## config.mk

```make
export PLATFORM = sky130hd
export DESIGN_NAME = kscan_serial_if
export DESIGN_NICKNAME = d
export VERILOG_FILES = /design/src/rtl/kscan_pkg.sv /design/src/rtl/kscan_sync.sv /design/src/rtl/kscan_frame.sv /design/src/rtl/kscan_ctrl.sv /design/src/rtl/kscan_request.sv /design/src/rtl/kscan_serial_if.sv
export SDC_FILE = /design/constraint.sdc
export NUM_CORES = 1
export LEC_CHECK = 0
export ABC_AREA = 1
export CAP_MARGIN = 10
export CORE_ASPECT_RATIO = 2
export CORE_MARGIN = 3
export CORE_UTILIZATION = 35
export CTS_BUF_LIST = sky130_fd_sc_hd__clkbuf_16
export DETAILED_ROUTE_END_ITERATION = 12
export DONT_BUFFER_PORTS = 1
export GPL_TIMING_DRIVEN = 0
export PLACE_DENSITY = 0.59
export SLEW_MARGIN = 10
export SYNTH_ARGS = -nofsm -noshare
export SYNTH_HDL_FRONTEND = slang
export SYNTH_SLANG_ARGS = --single-unit
```

## constraint.sdc

```tcl
create_clock -name clk -period 5.6 [get_ports clk]
set_input_delay 0.84 -clock clk [delete_from_list [all_inputs] [get_ports clk]]
set_output_delay 0.84 -clock clk [all_outputs]
set_load 0.005 [all_outputs]
```

## src/rtl/kscan_pkg.sv

```systemverilog
package kscan_pkg;

  localparam int DRV_N    = 6;   // drive lines, low ones dedicated to scanning
  localparam int SHARED_N = 3;   // top drive lines that may turn into ports
  localparam int PORT_N   = 4;   // general-purpose outputs, port 1 dedicated
  localparam int SEL_W    = 2;
  localparam int FRAME_W  = 16;

  typedef enum logic [1:0] {
    PH_IDLE  = 2'd0,
    PH_WRITE = 2'd1,
    PH_READ  = 2'd2,
    PH_SKIP  = 2'd3
  } phase_t;

  typedef struct packed {
    logic [SEL_W-1:0]  sel;
    logic [PORT_N-1:0] port;
    logic [DRV_N-1:0]  level;
  } ctrl_t;

  // Field positions inside a 16-bit frame, bit k = k-th bit sent.
  localparam int LVL_LSB  = 0;
  localparam int PORT_LSB = 8;
  localparam int SEL_LSB  = 14;

  function automatic ctrl_t unpack_word(input logic [FRAME_W-1:0] w);
    ctrl_t c;
    c.level = w[LVL_LSB +: DRV_N];
    c.port  = w[PORT_LSB +: PORT_N];
    c.sel   = w[SEL_LSB +: SEL_W];
    return c;
  endfunction

  // Pad positions must be zero for the frame to be accepted.
  function automatic logic pads_clear(input logic [FRAME_W-1:0] w);
    return (w[LVL_LSB+DRV_N +: 2] == 2'b00) && (w[PORT_LSB+PORT_N +: 2] == 2'b00);
  endfunction

  // Shared pin k (drive index DRV_N-SHARED_N+k) is a port when sel >= SHARED_N-k.
  function automatic logic shared_port(input logic [SEL_W-1:0] sel, input int k);
    return int'(sel) >= (SHARED_N - k);
  endfunction

  // Zero-based port bit carried by shared pin k: highest pin carries port 2.
  function automatic int port_index(input int k);
    return SHARED_N - k;
  endfunction

endpackage

```

## src/rtl/kscan_sync.sv

```systemverilog
module kscan_sync #(
  parameter int W      = 3,
  parameter int STAGES = 2
) (
  input  logic         clk,
  input  logic         rst_n,
  input  logic [W-1:0] d_async,
  output logic [W-1:0] q
);

  generate
    for (genvar b = 0; b < W; b++) begin : g_bit
      logic [STAGES-1:0] chain;
      always_ff @(posedge clk or negedge rst_n) begin
        if (!rst_n) chain <= '0;
        else        chain <= {chain[STAGES-2:0], d_async[b]};
      end
      assign q[b] = chain[STAGES-1];
    end
  endgenerate

endmodule

```

## src/rtl/kscan_frame.sv

```systemverilog
module kscan_frame
  import kscan_pkg::*;
#(
  parameter int                ADDR_W   = 8,
  parameter logic [ADDR_W-1:0] WR_ADDR  = 8'h62,
  parameter logic [ADDR_W-1:0] RD_ADDR  = 8'h63,
  parameter int                KEY_BITS = 30,
  parameter int                CNT_W    = 6
) (
  input  logic               clk,
  input  logic               rst_n,
  input  logic               ce,
  input  logic               sclk,
  input  logic               din,
  output phase_t             phase,
  output logic [CNT_W-1:0]   bit_cnt,
  output logic [FRAME_W-1:0] word,
  output logic               wr_commit,
  output logic               rd_start,
  output logic               rd_finish
);

  localparam int AC_W = $clog2(ADDR_W + 1);
  localparam logic [CNT_W-1:0] CNT_MAX = '1;
  localparam logic [AC_W-1:0]  ADDR_FULL = AC_W'(ADDR_W);

  logic              ce_d, sclk_d;
  logic              ce_rise, ce_fall, sclk_rise;
  logic [ADDR_W-1:0] addr_sr;
  logic [AC_W-1:0]   addr_cnt;
  phase_t            phase_q, phase_dec;
  logic [CNT_W-1:0]  cnt_q;
  logic [FRAME_W-1:0] word_q;

  assign ce_rise   = ce & ~ce_d;
  assign ce_fall   = ~ce & ce_d;
  assign sclk_rise = sclk & ~sclk_d;

  always_comb begin
    phase_dec = PH_SKIP;
    if (addr_cnt == ADDR_FULL) begin
      if (addr_sr == WR_ADDR)      phase_dec = PH_WRITE;
      else if (addr_sr == RD_ADDR) phase_dec = PH_READ;
    end
  end

  assign wr_commit = ce_fall && (phase_q == PH_WRITE) &&
                     (cnt_q == CNT_W'(FRAME_W)) && pads_clear(word_q);
  assign rd_start  = ce_rise && (phase_dec == PH_READ);
  assign rd_finish = ce_fall && (phase_q == PH_READ) && (cnt_q >= CNT_W'(KEY_BITS));

  always_ff @(posedge clk or negedge rst_n) begin
    if (!rst_n) begin
      ce_d     <= 1'b0;
      sclk_d   <= 1'b0;
      addr_sr  <= '0;
      addr_cnt <= '0;
      phase_q  <= PH_IDLE;
      cnt_q    <= '0;
      word_q   <= '0;
    end else begin
      ce_d   <= ce;
      sclk_d <= sclk;
      if (ce_rise) begin
        phase_q  <= phase_dec;
        cnt_q    <= '0;
        word_q   <= '0;
        addr_cnt <= '0;
      end else if (ce_fall) begin
        phase_q  <= PH_IDLE;
        cnt_q    <= '0;
        addr_cnt <= '0;
      end else if (sclk_rise) begin
        if (!ce) begin
          addr_sr <= {din, addr_sr[ADDR_W-1:1]};
          if (addr_cnt != ADDR_FULL) addr_cnt <= addr_cnt + 1'b1;
        end else begin
          if (cnt_q != CNT_MAX) cnt_q <= cnt_q + 1'b1;
          if (phase_q == PH_WRITE) word_q <= {din, word_q[FRAME_W-1:1]};
        end
      end
    end
  end

  assign phase   = phase_q;
  assign bit_cnt = cnt_q;
  assign word    = word_q;

  AST_READ_ONLY_VIA_ADDR: assert property (@(posedge clk) disable iff (!rst_n)
    (phase_q == PH_READ && $past(phase_q) != PH_READ) |-> $past(rd_start));

  AST_NO_DATA_SHIFT_CE_LOW: assert property (@(posedge clk) disable iff (!rst_n)
    (!ce && !ce_d) |=> $stable(word_q));

endmodule

```

## src/rtl/kscan_ctrl.sv

```systemverilog
module kscan_ctrl
  import kscan_pkg::*;
(
  input  logic                clk,
  input  logic                rst_n,
  input  logic                wr_commit,
  input  logic [FRAME_W-1:0]  word,
  output logic [DRV_N-1:0]    drive_pin,
  output logic                port1_out,
  output logic [SHARED_N-1:0] shared_is_port,
  output logic                scan_enable
);

  localparam int DED_N = DRV_N - SHARED_N;

  ctrl_t ctrl_q;
  logic  en_q;

  always_ff @(posedge clk or negedge rst_n) begin
    if (!rst_n) begin
      ctrl_q <= '0;
      en_q   <= 1'b0;
    end else if (wr_commit) begin
      ctrl_q <= unpack_word(word);
      en_q   <= 1'b1;
    end
  end

  generate
    for (genvar i = 0; i < DRV_N; i++) begin : g_pin
      if (i < DED_N) begin : g_scan
        assign drive_pin[i] = ctrl_q.level[i];
      end else begin : g_shared
        localparam int K = i - DED_N;
        assign shared_is_port[K] = shared_port(ctrl_q.sel, K);
        assign drive_pin[i] = shared_is_port[K] ? ctrl_q.port[port_index(K)]
                                                : ctrl_q.level[i];
      end
    end
    for (genvar k = 0; k < SHARED_N - 1; k++) begin : g_thermo
      AST_SHARED_ORDER: assert property (@(posedge clk) disable iff (!rst_n)
        shared_is_port[k] |-> shared_is_port[k+1]);
    end
  endgenerate

  assign port1_out   = ctrl_q.port[0];
  assign scan_enable = en_q;

  AST_COMMIT_LOADS: assert property (@(posedge clk) disable iff (!rst_n)
    wr_commit |=> (ctrl_q == $past(unpack_word(word))));

  AST_HOLD_NO_COMMIT: assert property (@(posedge clk) disable iff (!rst_n)
    !wr_commit |=> $stable(ctrl_q));

  AST_PORT1_TRACKS: assert property (@(posedge clk) disable iff (!rst_n)
    wr_commit |=> (port1_out == $past(word[PORT_LSB])));

endmodule

```

## src/rtl/kscan_request.sv

```systemverilog
module kscan_request
  import kscan_pkg::*;
#(
  parameter int KEY_BITS = 30,
  parameter int CNT_W    = 6
) (
  input  logic                clk,
  input  logic                rst_n,
  input  logic                ce,
  input  phase_t              phase,
  input  logic [CNT_W-1:0]    bit_cnt,
  input  logic                rd_start,
  input  logic                rd_finish,
  input  logic                key_hit,
  input  logic [KEY_BITS-1:0] key_data,
  input  logic                scan_enable,
  output logic                dout,
  output logic                req
);

  logic [KEY_BITS-1:0] snap;
  logic                rd_valid, req_q, dout_q, slot_bit;

  // Slot n (1..KEY_BITS) after n rising edges carries key n; others released.
  always_comb begin
    slot_bit = 1'b1;
    for (int n = 1; n <= KEY_BITS; n++) begin
      if (bit_cnt == CNT_W'(n)) slot_bit = snap[n-1];
    end
  end

  always_ff @(posedge clk or negedge rst_n) begin
    if (!rst_n) begin
      snap     <= '0;
      rd_valid <= 1'b0;
      req_q    <= 1'b0;
      dout_q   <= 1'b1;
    end else begin
      if (rd_start) begin
        snap     <= req_q ? key_data : '0;
        rd_valid <= req_q;
      end
      if (key_hit && scan_enable)     req_q <= 1'b1;
      else if (rd_finish && rd_valid) req_q <= 1'b0;
      if (!ce)                    dout_q <= ~req_q;
      else if (phase == PH_READ)  dout_q <= slot_bit;
      else                        dout_q <= 1'b1;
    end
  end

  assign dout = dout_q;
  assign req  = req_q;

  AST_REQ_SHOWN: assert property (@(posedge clk) disable iff (!rst_n)
    (!ce && req_q) |=> !dout_q);

  AST_RELEASED_NON_READ: assert property (@(posedge clk) disable iff (!rst_n)
    (ce && phase != PH_READ) |=> dout_q);

  AST_CLEAR_ONLY_BY_READ: assert property (@(posedge clk) disable iff (!rst_n)
    $fell(req_q) |-> $past(rd_finish && rd_valid));

  AST_REQ_NEEDS_ENABLE: assert property (@(posedge clk) disable iff (!rst_n)
    $rose(req_q) |-> scan_enable);

endmodule

```

## src/rtl/kscan_serial_if.sv

```systemverilog
module kscan_serial_if
  import kscan_pkg::*;
#(
  parameter int         KEY_BITS    = 30,
  parameter int         SYNC_STAGES = 2,
  parameter logic [7:0] WR_ADDR     = 8'h62,
  parameter logic [7:0] RD_ADDR     = 8'h63
) (
  input  logic                clk,
  input  logic                rst_n,
  input  logic                ser_ce,
  input  logic                ser_clk,
  input  logic                ser_din,
  output logic                ser_dout,
  input  logic                key_hit,
  input  logic [KEY_BITS-1:0] key_data,
  output logic [DRV_N-1:0]    drive_pin,
  output logic                port1_out,
  output logic [SHARED_N-1:0] shared_is_port,
  output logic                scan_enable
);

  localparam int CNT_W = $clog2(KEY_BITS + 3);

  logic [2:0]         synced;
  phase_t             phase;
  logic [CNT_W-1:0]   bit_cnt;
  logic [FRAME_W-1:0] word;
  logic               wr_commit, rd_start, rd_finish, req;

  kscan_sync #(.W(3), .STAGES(SYNC_STAGES)) u_sync (
    .clk     (clk),
    .rst_n   (rst_n),
    .d_async ({ser_din, ser_clk, ser_ce}),
    .q       (synced)
  );

  kscan_frame #(
    .ADDR_W(8), .WR_ADDR(WR_ADDR), .RD_ADDR(RD_ADDR),
    .KEY_BITS(KEY_BITS), .CNT_W(CNT_W)
  ) u_frame (
    .clk       (clk),
    .rst_n     (rst_n),
    .ce        (synced[0]),
    .sclk      (synced[1]),
    .din       (synced[2]),
    .phase     (phase),
    .bit_cnt   (bit_cnt),
    .word      (word),
    .wr_commit (wr_commit),
    .rd_start  (rd_start),
    .rd_finish (rd_finish)
  );

  kscan_ctrl u_ctrl (
    .clk            (clk),
    .rst_n          (rst_n),
    .wr_commit      (wr_commit),
    .word           (word),
    .drive_pin      (drive_pin),
    .port1_out      (port1_out),
    .shared_is_port (shared_is_port),
    .scan_enable    (scan_enable)
  );

  kscan_request #(.KEY_BITS(KEY_BITS), .CNT_W(CNT_W)) u_req (
    .clk         (clk),
    .rst_n       (rst_n),
    .ce          (synced[0]),
    .phase       (phase),
    .bit_cnt     (bit_cnt),
    .rd_start    (rd_start),
    .rd_finish   (rd_finish),
    .key_hit     (key_hit),
    .key_data    (key_data),
    .scan_enable (scan_enable),
    .dout        (ser_dout),
    .req         (req)
  );

  AST_WRITE_KEEPS_REQ: assert property (@(posedge clk) disable iff (!rst_n)
    (req && wr_commit) |=> req);

endmodule

```

# Word-level counts from Yosys, hierarchy flattened
# Cells that the tools add are included.
# word_totals
regBits	90
in_bits	36
output_inout_bits	12
# classes
n_addsub	2
order_cmp	4
eq_ne	40
mux	58
n_bitwise	9
reduce_logical	24
# op_table
op	count
6-bit by 5-bit == test with 1-bit output (second input constant)	15
16-bit 2-to-1 mux	5
6-bit by 4-bit == test with 1-bit output (second input constant)	8
1-bit 2-to-1 mux	38
30-bit 2-to-1 mux	1
6-bit 2-to-1 mux	5
6-bit by 3-bit == test with 1-bit output (second input constant)	4
4-bit 2-to-1 mux	5
8-bit by 7-bit == test with 1-bit output (second input constant)	2
6-bit by 2-bit == test with 1-bit output (second input constant)	2
3-bit nonzero test	4
2-bit nonzero test	5
1-bit logical AND	9
2-bit 2-to-1 mux	4
4-bit AND reduction	2
6-bit by 1-bit adder with 6-bit output (second input constant)	1
6-bit by 1-bit == test with 1-bit output (second input constant)	1
6-bit by 5-bit greater-or-equal comparator with 1-bit output (second input constant)	1
6-bit != test (second input constant)	1
1-bit inverter	6
3-bit AND reduction	2
4-bit by 1-bit adder with 4-bit output (second input constant)	1
2-bit == test (second input constant)	2
4-bit == test (second input constant)	1
8 further kinds	12

# Longest topological paths before layout
# Gate-level depths: netlist of run 1.
# logic_depth
depth_word	33
mapped_depth	34

# By module
# From an unflattened synthesis of run 1, not the netlist that was laid out.
# unflattened
cells_unflattened	554
area_unflattened_um2	4536.9
# by_module_without_submodules
module	instances	cells_per_inst	area_each_um2	seq_area_each_um2
kscan_frame	1	237	1954.4	950.9
kscan_request	1	241	1831.8	827.0
kscan_ctrl	1	67	578.1	325.3
kscan_sync	1	9	172.7	150.1

# Worst setup path after synthesis of run 1
# No wires, ideal clock.
# synth_timing
path_type	register to register
start	register u_frame.cnt_q[0] (netlist: u_frame.bit_cnt[0])
end	register u_req.dout_q (netlist: u_req.dout)
setup_time_ps	68
t_arrival_ps	2362
required_time_ps	5532
slack_ps	3170
path_stages_with_launch	35
synth_period_minus_slack_ps	2430
path_cell_list	dfrtp_1 inv_1 ha_1 nor2_1 nand3_1 nand3_1 nand2_1 nand2_1 nand2_1 nand2_1 nand2_1 nand2_1 nand2_1 nand2_1 nand2_1 nand3_1 nand3_1 nand2_1 nand2_1 nand2_1 nand2_1 nand2_1 nand2_1 nand3_1 nand2_1 nand3_1 nand3_1 nand2_1 nand2_1 nand3_1 nand3_1 nand2_1 nand2_1 nand2_1 a21oi_2
# synth_via
elab_chain_len	33
word_cells_on_any_way	62
# synth_rtl
item	line	source
start: declaration	kscan_frame.sv:32	logic [CNT_W-1:0] cnt_q;
start signal: assignment	kscan_frame.sv:78	if (cnt_q != CNT_MAX) cnt_q <= cnt_q + 1'b1;
6-bit by 1-bit == test with 1-bit output	kscan_request.sv:28	if (bit_cnt == CNT_W'(n)) slot_bit = snap[n-1];
1-bit 2-to-1 mux (29 in a row)	kscan_request.sv:28	
1-bit 2-to-1 mux (*)	kscan_request.sv:28	
1-bit 2-to-1 mux (*)	kscan_request.sv:46	else if (phase == PH_READ) dout_q <= slot_bit;
1-bit 2-to-1 mux (*)	kscan_request.sv:45	if (!ce) dout_q <= ~req_q;
end signal: assignment	kscan_request.sv:45	
end signal: assignment	kscan_request.sv:46	
end: declaration	kscan_request.sv:22	logic rd_valid, req_q, dout_q, slot_bit;
# Every way passes the cells marked *; elsewhere a longest branch is shown, timed or not.
# A chain may end at the register's enable or synchronous reset.

# Worst setup path after layout of run 1
# Ends and elaborated chain as after synthesis.

==> flow_summary_export.csv, run 1 <==
group,metric,value,unit
setup_path,cpPeakStageDelay,410,ps
global_routing,grt-ovfl-total,0,
power,seqPwrFrac,0.471,
logic_synthesis,synth_area_leaders,"dfrtp_1, nand3_1, o21ai_0",
detailed_routing,drt-initial-drc-count,166,
sta,setup_ws,2510,ps
hold_path,worstHoldPathType,"primary input to asynchronous set/reset pin",
layout,fin_nets,582,
setup_path,crit_top_cell,"nand2_1",
sta,min_period,3090,ps
sta,maxSlewHeadroom,0.378,
cts,post-cts-setup-buffers,0,
logic_synthesis,avgSynthCellArea,8.18,µm²
sta,worst_pin_slew,926,ps
logic_synthesis,synth_compound_area_frac,0.126,
run,maxCapViolations,0,
logic_synthesis,synthSimpleGateAreaFrac,0.223,
detailed_routing,drt_first_pass_iters,4,
setup_path,cp_top_family,"simple AND/OR/NAND/NOR gates",
setup_path,reg2regPathDepth,34,
logic_synthesis,async_reset_ff_frac,1.00,
logic_synthesis,synth_top_family_by_area,"simple AND/OR/NAND/NOR gates",
placed_design,port_buffers,0,
sta,maxSlewViolCount,0,
logic_synthesis,synthAdderAreaFrac,0.0291,
cts,cts_tree,"built",
global_routing,grt_pass1_vias,3662,
power,clockPowerShare,0.416,
layout,stdcell_area,4800,µm²
sta,clock_skew,7.12,ps
setup_path,cp_slowest_cell,"dfrtp_1",
logic_synthesis,synthFlopType,"dfrtp_1",
sta,fmax,0.323,GHz
detailed_routing,vias,3467,
power,leakagePower,2.11,nW
detailed_routing,wl_per_cell,15.8,µm
logic_synthesis,synthDistinctLibCells,30,
layout,syn2layout_area_growth,11.7,%
cts,clockBufferDepth,2,
setup_path,regToRegSetupSlack,2510,ps
placed_design,gp_congestion,0.930,
cts,clock_insertion_delay_worst_skew,340,ps
cts,cts_hold_buf,0,
logic_synthesis,synth_edf_count,0,
cts,cts_max_level,3,
layout,diodes,0,
die,die_x,84.3,µm
cts,root_buffer,"clkbuf_16",
detailed_routing,drc,0,
placed_design,dp_worst_setup_slack,2510,ps
detailed_routing,routed_wl,10900,µm
die,ioPinCount,48,
logic_synthesis,syn_inst,525,
sta,whs,189,ps
logic_synthesis,synth-seq-cells,90,
power,switching_share,0.263,
setup_path,cp-start-kind,"flip-flop",
logic_synthesis,synth_xor_xnor_area_share,0,
setup_path,arrival,3360,ps
detailed_routing,ant_nets,0,
die,core_area,11800,µm²
sta,rsz0062_at_grt,"false",
logic_synthesis,synth_top_area_frac,0.518,
logic_synthesis,netlist_area,4300,µm²
power,p_sw,0.407,mW
logic_synthesis,synth.mux.area_fraction,0.00524,
die,num_rows,56,
placed_design,hpwl,8310,µm
cts,cts_resized,0,
logic_synthesis,yosysSeqAreaShare,0.525,
setup_path,reg2reg_to,"u_req.dout$_DFF_PN1_",
setup_path,crit_fanout,6,
cts,cts_buffers,9,
setup_path,cp-end-kind,"flip-flop",
sta,setup_viol,0,
status,status,"completed",
global_routing,grt_pass1_wl,17900,µm
die,dieHeight,163,µm
sta,finalHoldViolations,0,
setup_path,r2r-start,"u_frame.bit_cnt[0]$_DFFE_PN0P_",
cts,numClockSinks,90,
power,ir_drop,0.162,mV
power,p_int,1.14,mW
die,start_util,0.363,
sta,setup_tns,0,ps
layout,drive_gt1_frac,0.0536,
sta,fin_crit_sh,0.553,
setup_path,critPathKind,"flip-flop to flip-flop",
placed_design,place_area,4480,µm²
power,pwr_density_cell,323,nW/µm²
global_routing,grt_util_all_layers,0.167,
logic_synthesis,yosys.area.top_type,"dfrtp_1",
power,combPwrFrac,0.113,
logic_synthesis,syn_nets,571,
global_routing,antenna_found_initial,0,
logic_synthesis,yosys_warnings,0,
detailed_routing,viasPerCell,5.05,
setup_path,critPathBufInv,1,
die,die_area,13700,µm²
cts,clk_pin_slew,60,ps
setup_path,crit_required,5870,ps
global_routing,grt_max_degree,91,
## how the worst max path moves through the flow
stage / from / to / slack, ps / cells after the start
finish: u_frame.bit_cnt[0]$_DFFE_PN0P_ / u_req.dout$_DFF_PN1_ / 2510 / 34
global route: u_frame.bit_cnt[0]$_DFFE_PN0P_ / u_req.dout$_DFF_PN1_ / 2060 / 34
CTS: u_frame.bit_cnt[0]$_DFFE_PN0P_ / u_req.dout$_DFF_PN1_ / 2490 / 34
detailed placement: u_frame.bit_cnt[0]$_DFFE_PN0P_ / u_req.dout$_DFF_PN1_ / 2510 / 34
global placement: u_frame.bit_cnt[0]$_DFFE_PN0P_ / u_req.dout$_DFF_PN1_ / 2570 / 34
floorplan: u_frame.bit_cnt[0]$_DFFE_PN0P_ / u_req.dout$_DFF_PN1_ / 3170 / 34
## layout by cell type, fill, tap and decap left out
cell type  Yosys  layout
nor2_1        31      31
a22o_1         1       1
o21ai_0       73      73
dfstp_2        1       1
nand2_1       91      91
bufinv_16      0       2
clkbuf_1      18      18
a21oi_2        1       1
o21ai_1        1       1
nand3_1       79      79
ha_1          10      10
o21a_1         1       1
mux2_2         2       2
o22ai_1        4       4
inv_2          6       6
nand3b_1       1       1
a31oi_1        5       5
nor2_2         1       1
clkinv_1       1       3
o211ai_1       1       1
dfrtp_1       89      89
buf_4          3       3
nor3_1        11      11
a21boi_0       1       1
nand4_1        3       3
a21oi_1       12      12
nor2_4         1       1
a22oi_1        1       1
clkbuf_16      0       9
nor4_1         1       1
clkinv_4       0       3
a211oi_1       1       1
inv_1         74      74
## stage by stage
stage	total power, mW	instances	util
2_1_floorplan	0.865	525	-
3_3_place_gp	0.909	670	0.378
3_5_place_dp	0.919	670	0.378
4_1_cts	1.57	686	0.405
5_1_grt	1.63	686	0.405
6_report	1.55	686	0.405
## layout make-up
type / count / area (µm²)
clock buffer: 9 / 225
inverter: 81 / 304
sequential: 90 / 2250
clock inverter: 7 / 93.8
tap: 145 / 181
fill: 1184 / 7050
buffer: 21 / 90.1
multi-input combinational: 333 / 1650
## worst register-to-register path: cells and delay by family, from the launching register on
kind | cells | cell delay [ps]
adders and majority gates | 1 | 340
buffers and inverters | 1 | 160
AOI/OAI and AO/OA | 1 | 170
DFF | 1 | 410
and+or+nand+nor | 31 | 1950
## registers in the layout (all words and copies together) (netlist names), 2 cells and up
register / flops
u_req.snap: 30
u_frame.word: 16
u_ctrl.ctrl_q: 8
u_frame.addr_sr: 8
u_frame.bit_cnt: 6
u_sync.g_bit.chain: 6
u_frame.addr_cnt: 4
u_ctrl.drive_pin: 3
u_frame.phase: 2
## routing by layer
metal,global-route usage,routed length [µm],share of wire,up-vias
met3,0.0441,450,0.041,30
li1,-,-,-,1734
met5,0,0,0,-
met2,0.310,5900,0.54,75
met4,0.0893,533,0.049,0
met1,0.167,3970,0.37,1628
## power by group through the flow
stage / clock network (mW) / registers [mW] / logic [mW]
floorplan: 0 / 0.734 / 0.131
global placement: 0 / 0.741 / 0.168
detailed placement: 0 / 0.744 / 0.175
CTS: 0.659 / 0.732 / 0.176
global route: 0.688 / 0.739 / 0.204
finish: 0.645 / 0.731 / 0.175
## synthesized netlist by cell type (2+ instances only)
cell type,n
inv_1,74
nand3_1,79
ha_1,10
nor2_1,31
nand2_1,91
nand4_1,3
a31oi_1,5
inv_2,6
a21oi_1,12
mux2_2,2
nor3_1,11
clkbuf_1,18
o21ai_0,73
dfrtp_1,89
buf_4,3
o22ai_1,4
## cells by family (layout without fill, tap and decap cells)
group / Yosys count / in the layout
compound gates: 102 / 102
fa+ha+maj: 10 / 10
buf+inv: 102 / 118
flops: 90 / 90
mux: 2 / 2
simple gates: 219 / 219
No activity file was read; power rests on OpenSTA's default activity.
==> inputs of run 2 (changes only) <==
PLACE_DENSITY = 0.61   (was 0.59)
clock period = 2.7 ns   (was 5.6 ns; I/O delays follow)
==> flow_summary_export.csv, run 2 (synthesized netlist as in run 1, its figures left out) <==
group,metric,value,unit
setup_path,arrival,3060,ps
layout,drive_gt1_frac,0.124,
layout,largest_register_ffs,30,
placed_design,gp_congestion,0.878,
layout,fin_nets,590,
layout,syn2layout_area_growth,16.2,%
detailed_routing,viasPerCell,5.15,
cts,root_buffer,"clkbuf_16",
die,die_area,13700,µm²
cts,clock_insertion_delay_worst_skew,350,ps
cts,cts_max_level,3,
setup_path,cp-end-kind,"flip-flop",
power,pwr_density_cell,637,nW/µm²
setup_path,cp-start-kind,"flip-flop",
cts,cts_tree,"built",
detailed_routing,vias,3580,
setup_path,critPathKind,"flip-flop to flip-flop",
power,ir_drop,0.327,mV
sta,fmax,0.358,GHz
die,dieHeight,163,µm
detailed_routing,ant_nets,0,
sta,min_period,2800,ps
sta,setup_ws,-95.7,ps
hold_path,worstHoldPathType,"primary input to flip-flop",
sta,maxSlewHeadroom,0.544,
power,power.total,3.18,mW
power,combPwrFrac,0.156,
sta,maxSlewViolCount,0,
die,num_rows,56,
power,p_sw,0.925,mW
die,start_util,0.363,
global_routing,grt_util_all_layers,0.168,
setup_path,cpPeakStageDelay,480,ps
cts,numClockSinks,90,
power,seqPwrFrac,0.483,
layout,final_cell_mix,"nand2_1, dfrtp_1, nand3_1, o21ai_0, inv_1",
global_routing,grt_pass1_vias,3646,
layout,fillers,1190,
detailed_routing,drt_first_pass_iters,4,
power,p_int,2.25,mW
detailed_routing,drt-initial-drc-count,132,
global_routing,grt_pass1_wl,18000,µm
layout,top_register,"u_req.snap",
setup_path,crit_required,2970,ps
power,switching_share,0.291,
sta,rsz0062_at_grt,"true",
setup_path,crit_fanout,5,
status,status,"complete, but fails checks",
placed_design,dp_cells,670,
detailed_routing,drc,0,
cts,cts_buffers,9,
sta,setup_viol,1,
die,core_area,11800,µm²
sta,worst_pin_slew,679,ps
placed_design,port_buffers,0,
placed_design,place_area,4480,µm²
layout,stdcell_area,4990,µm²
setup_path,crit_top_cell,"nand2_1",
placed_design,hpwl,8350,µm
sta,fin_crit_sh,1.04,
layout,instances_no_fill,695,
sta,finalHoldViolations,0,
global_routing,grt_max_degree,91,
cts,clockBufferDepth,2,
sta,clock_skew,8.48,ps
global_routing,grt-ovfl-total,0,
status,violations,"setup timing",
detailed_routing,wl_per_cell,16.0,µm
global_routing,antenna_found_initial,1,
setup_path,cp_slowest_cell,"dfrtp_2",
die,ioPinCount,48,
detailed_routing,routed_wl,11100,µm
cts,clk_pin_slew,60,ps
power,clockPowerShare,0.361,
run,maxCapViolations,0,
die,die_x,84.3,µm
power,leakagePower,2.17,nW
-- run 2: routing by layer --
layer  GRT usage  part of all wire
met2       0.310              0.55
met1       0.167              0.36
met3      0.0481             0.049
met5           0                 0
met4      0.0908             0.046
-- run 2: critical path, delay by kind of cell (launching register included) --
family          cells  cell delay [ps]
simple gates       23             1560
fa+ha+maj           1              190
flops               1              480
buf+inv             2              200
compound gates      2              270
-- run 2: final cells by class --
class / count / area, µm² / share of cell area
tap: 145 / 181 / 0.0364
inverter: 81 / 309 / 0.0619
antenna: 1 / 2.50 / 0.000502
clock inverter: 7 / 45.0 / 0.00903
timing repair buffer: 8 / 86.3 / 0.0173
clock buffer: 9 / 225 / 0.0451
multi-input combinational: 333 / 1790 / 0.359
buffer: 21 / 91.3 / 0.0183
sequential: 90 / 2260 / 0.453
-- run 2: power by group through the flow --
stage               registers [mW]  clock network [mW]  logic, mW
floorplan                     1.52                   0      0.271
global placement              1.54                   0      0.348
detailed placement            1.54                   0      0.362
CTS                           1.53                1.18      0.440
global route                  1.55                1.23      0.560
finish                        1.54                1.15      0.496
-- run 2: stage by stage --
stage	hold slack, ps	setup WS, ps	setup TNS [ps]	utilization
after global routing	69.8	-388	-396	0.421
after detailed placement	115	-334	-6680	0.378
after floorplan	109	270	0	-
after global placement	115	-302	-5250	0.378
final	88.2	-95.7	-95.7	0.421
after CTS	73.3	-113	-113	0.412
-- run 2: path summary, 6_finish.rpt --
| kind | from | end | slack [ps] | cells past startpoint |
|---|---|---|---|---|
| max reg2reg | u_frame.bit_cnt[1]$_DFFE_PN0P_ | u_req.dout$_DFF_PN1_ | -100 | 28 |
| max | u_frame.bit_cnt[1]$_DFFE_PN0P_ | u_req.dout$_DFF_PN1_ | -100 | 28 |
| min in group asynchronous | rst_n | u_frame.bit_cnt[0]$_DFFE_PN0P_ | 600 | 2 |
| max in group asynchronous | rst_n | u_frame.bit_cnt[2]$_DFFE_PN0P_ | 1690 | 2 |
| min reg2reg | u_sync.g_bit[0].chain[0]$_DFF_PN0_ | u_sync.g_bit[0].chain[1]$_DFF_PN0_ | 350 | 0 |
| min | ser_din | u_sync.g_bit[2].chain[0]$_DFF_PN0_ | 90 | 0 |
-- run 2: timing repair --
| item | in CTS | in global routing |
|---|---|---|
| gates cloned | 0 | 0 |
| resized for setup | 25 | 18 |
| setup buffers | 1 | 5 |
| pin swaps | 1 | 2 |
| setup endpoints to repair | 32 | 35 |
| hold buffers | 2 | 0 |
| endpoints found under the hold margin | 90 | 0 |
==> inputs of run 3 (changes only) <==
PLACE_DENSITY = 0.49   (was 0.61)
==> flow_summary_export.csv, run 3 (synthesized netlist as in run 1, its figures left out) <==
group,metric,value,unit
setup_path,cpPeakStageDelay,460,ps
setup_path,cp_slowest_cell,"dfrtp_2",
cts,clockBufferDepth,2,
setup_path,cp-end-kind,"flip-flop",
placed_design,gp_congestion,0.904,
sta,min_period,2810,ps
global_routing,antenna_found_initial,0,
layout,fin_nets,587,
setup_path,crit_required,2960,ps
sta,maxSlewHeadroom,0.609,
placed_design,hpwl,8470,µm
sta,rsz0062_at_grt,"true",
setup_path,cp-start-kind,"flip-flop",
power,pwr_density_cell,671,nW/µm²
setup_path,cp-startpoint,"u_frame.bit_cnt[0]$_DFFE_PN0P_",
sta,setup_ws,-109,ps
die,die_x,84.3,µm
die,die_area,13700,µm²
setup_path,reg2regPathDepth,32,
detailed_routing,drc,0,
placed_design,port_buffers,0,
layout,final_cell_mix,"nand2_1, dfrtp_1, nand3_1, o21ai_0, inv_1",
die,num_rows,56,
sta,fmax,0.356,GHz
global_routing,grt-ovfl-total,0,
sta,maxSlewViolCount,0,
run,maxCapViolations,0,
layout,syn2layout_area_growth,15.8,%
die,core_area,11800,µm²
layout,drive_gt1_frac,0.104,
sta,clock_skew,8.17,ps
cts,cts_tree,"built",
global_routing,grt_util_all_layers,0.172,
setup_path,crit_top_cell,"nand2_1",
cts,clock_insertion_delay_worst_skew,340,ps
layout,top_register,"u_req.snap",
sta,whs,89.3,ps
layout,largest_register_ffs,30,
cts,root_buffer,"clkbuf_16",
global_routing,grt_max_degree,91,
status,status,"complete, but fails checks",
detailed_routing,drt-initial-drc-count,152,
detailed_routing,viasPerCell,5.14,
sta,setup_tns,-109,ps
setup_path,r2r-start,"u_frame.bit_cnt[0]$_DFFE_PN0P_",
layout,stdcell_area,4970,µm²
layout,fin_util,0.420,
die,dieHeight,163,µm
sta,fin_crit_sh,1.04,
die,ioPinCount,48,
placed_design,dp_cells,670,
placed_design,place_area,4480,µm²
die,start_util,0.363,
power,ir_drop,0.357,mV
layout,instances_no_fill,691,
sta,finalHoldViolations,0,
detailed_routing,ant_nets,0,
detailed_routing,routed_wl,11300,µm
power,power.total,3.34,mW
status,violations,"setup timing",
global_routing,grt_pass1_vias,3651,
setup_path,crit_fanout,4,
cts,cts_buffers,9,
cts,numClockSinks,90,
cts,cts_max_level,3,
detailed_routing,wl_per_cell,16.4,µm
cts,clk_pin_slew,60,ps
power,leakagePower,2.16,nW
detailed_routing,vias,3549,
setup_path,critPathKind,"flip-flop to flip-flop",
hold_path,worstHoldPathType,"primary input to flip-flop",
global_routing,grt_pass1_wl,18300,µm
hold_path,whs_path_depth,0,
sta,worst_pin_slew,584,ps
placed_design,dp_worst_setup_slack,-398,ps
hold_path,min_from,"ser_din",
detailed_routing,drt_first_pass_iters,4,
setup_path,arrival,3070,ps
layout,diodes,0,
layout,final_common_cell,"nand2_1",
sta,setup_viol,1,
==> run 3: changes by cell type in the layout (fill, tap and decap cells not counted), moves of 3 or more <==
cell,previous run,this run
nand2_2,5,2
nand3_1,73,77
nand3_2,6,2
nand2_1,85,89
nor2_2,3,6
==> run 3: where the power goes <==
group	switching, mW	internal [mW]	total (mW)
combinational	0.289	0.164	0.453
sequential	0.0873	1.45	1.53
clock	0.539	0.810	1.35
total	0.916	2.42	3.34
==> run 3: layout make-up <==
type	count	area, µm²
clock buffers	9	225
flip-flops and latches	90	2260
clock inverters	7	92.6
multi-input cells	333	1760
well taps	145	181
fillers	1229	6870
inverters	81	309
plain buffers	21	92.6
repair buffers	5	60.1
==> run 3: timing repair <==
action	4_1_cts	5_1_grt
setup buffers	2	1
hold endpoints to repair	90	7
setup endpoints to repair	33	29
pin swaps	1	2
resized for setup	26	7
hold buffers	1	1
==> run 3: worst max-delay path, delay by kind of cell, from the launching register on <==
| family | cells | cell delay, ps |
|---|---|---|
| simple gates | 28 | 1660 |
| flops | 1 | 460 |
| compound gates | 2 | 290 |
| fa+ha+maj | 1 | 170 |
| buf+inv | 1 | 160 |
==> run 3: layer usage <==
layer  vias up  track usage  part of all wire
li1       1751            -                 -
met1      1707        0.172              0.36
met2        72        0.329              0.57
met3        19       0.0441             0.040
met4         0       0.0749             0.033
met5         -            0                 0
==> run 3: final timing paths <==
path	endpoint	slack [ps]
setup / recovery	u_req.dout$_DFF_PN1_	-110
hold / removal	u_sync.g_bit[2].chain[0]$_DFF_PN0_	90
setup reg to reg	u_req.dout$_DFF_PN1_	-110
hold reg to reg	u_sync.g_bit[2].chain[1]$_DFF_PN0_	350
max in group asynchronous	u_frame.bit_cnt[0]$_DFFE_PN0P_	1610
min in group asynchronous	u_req.snap[5]$_DFFE_PN0P_	620
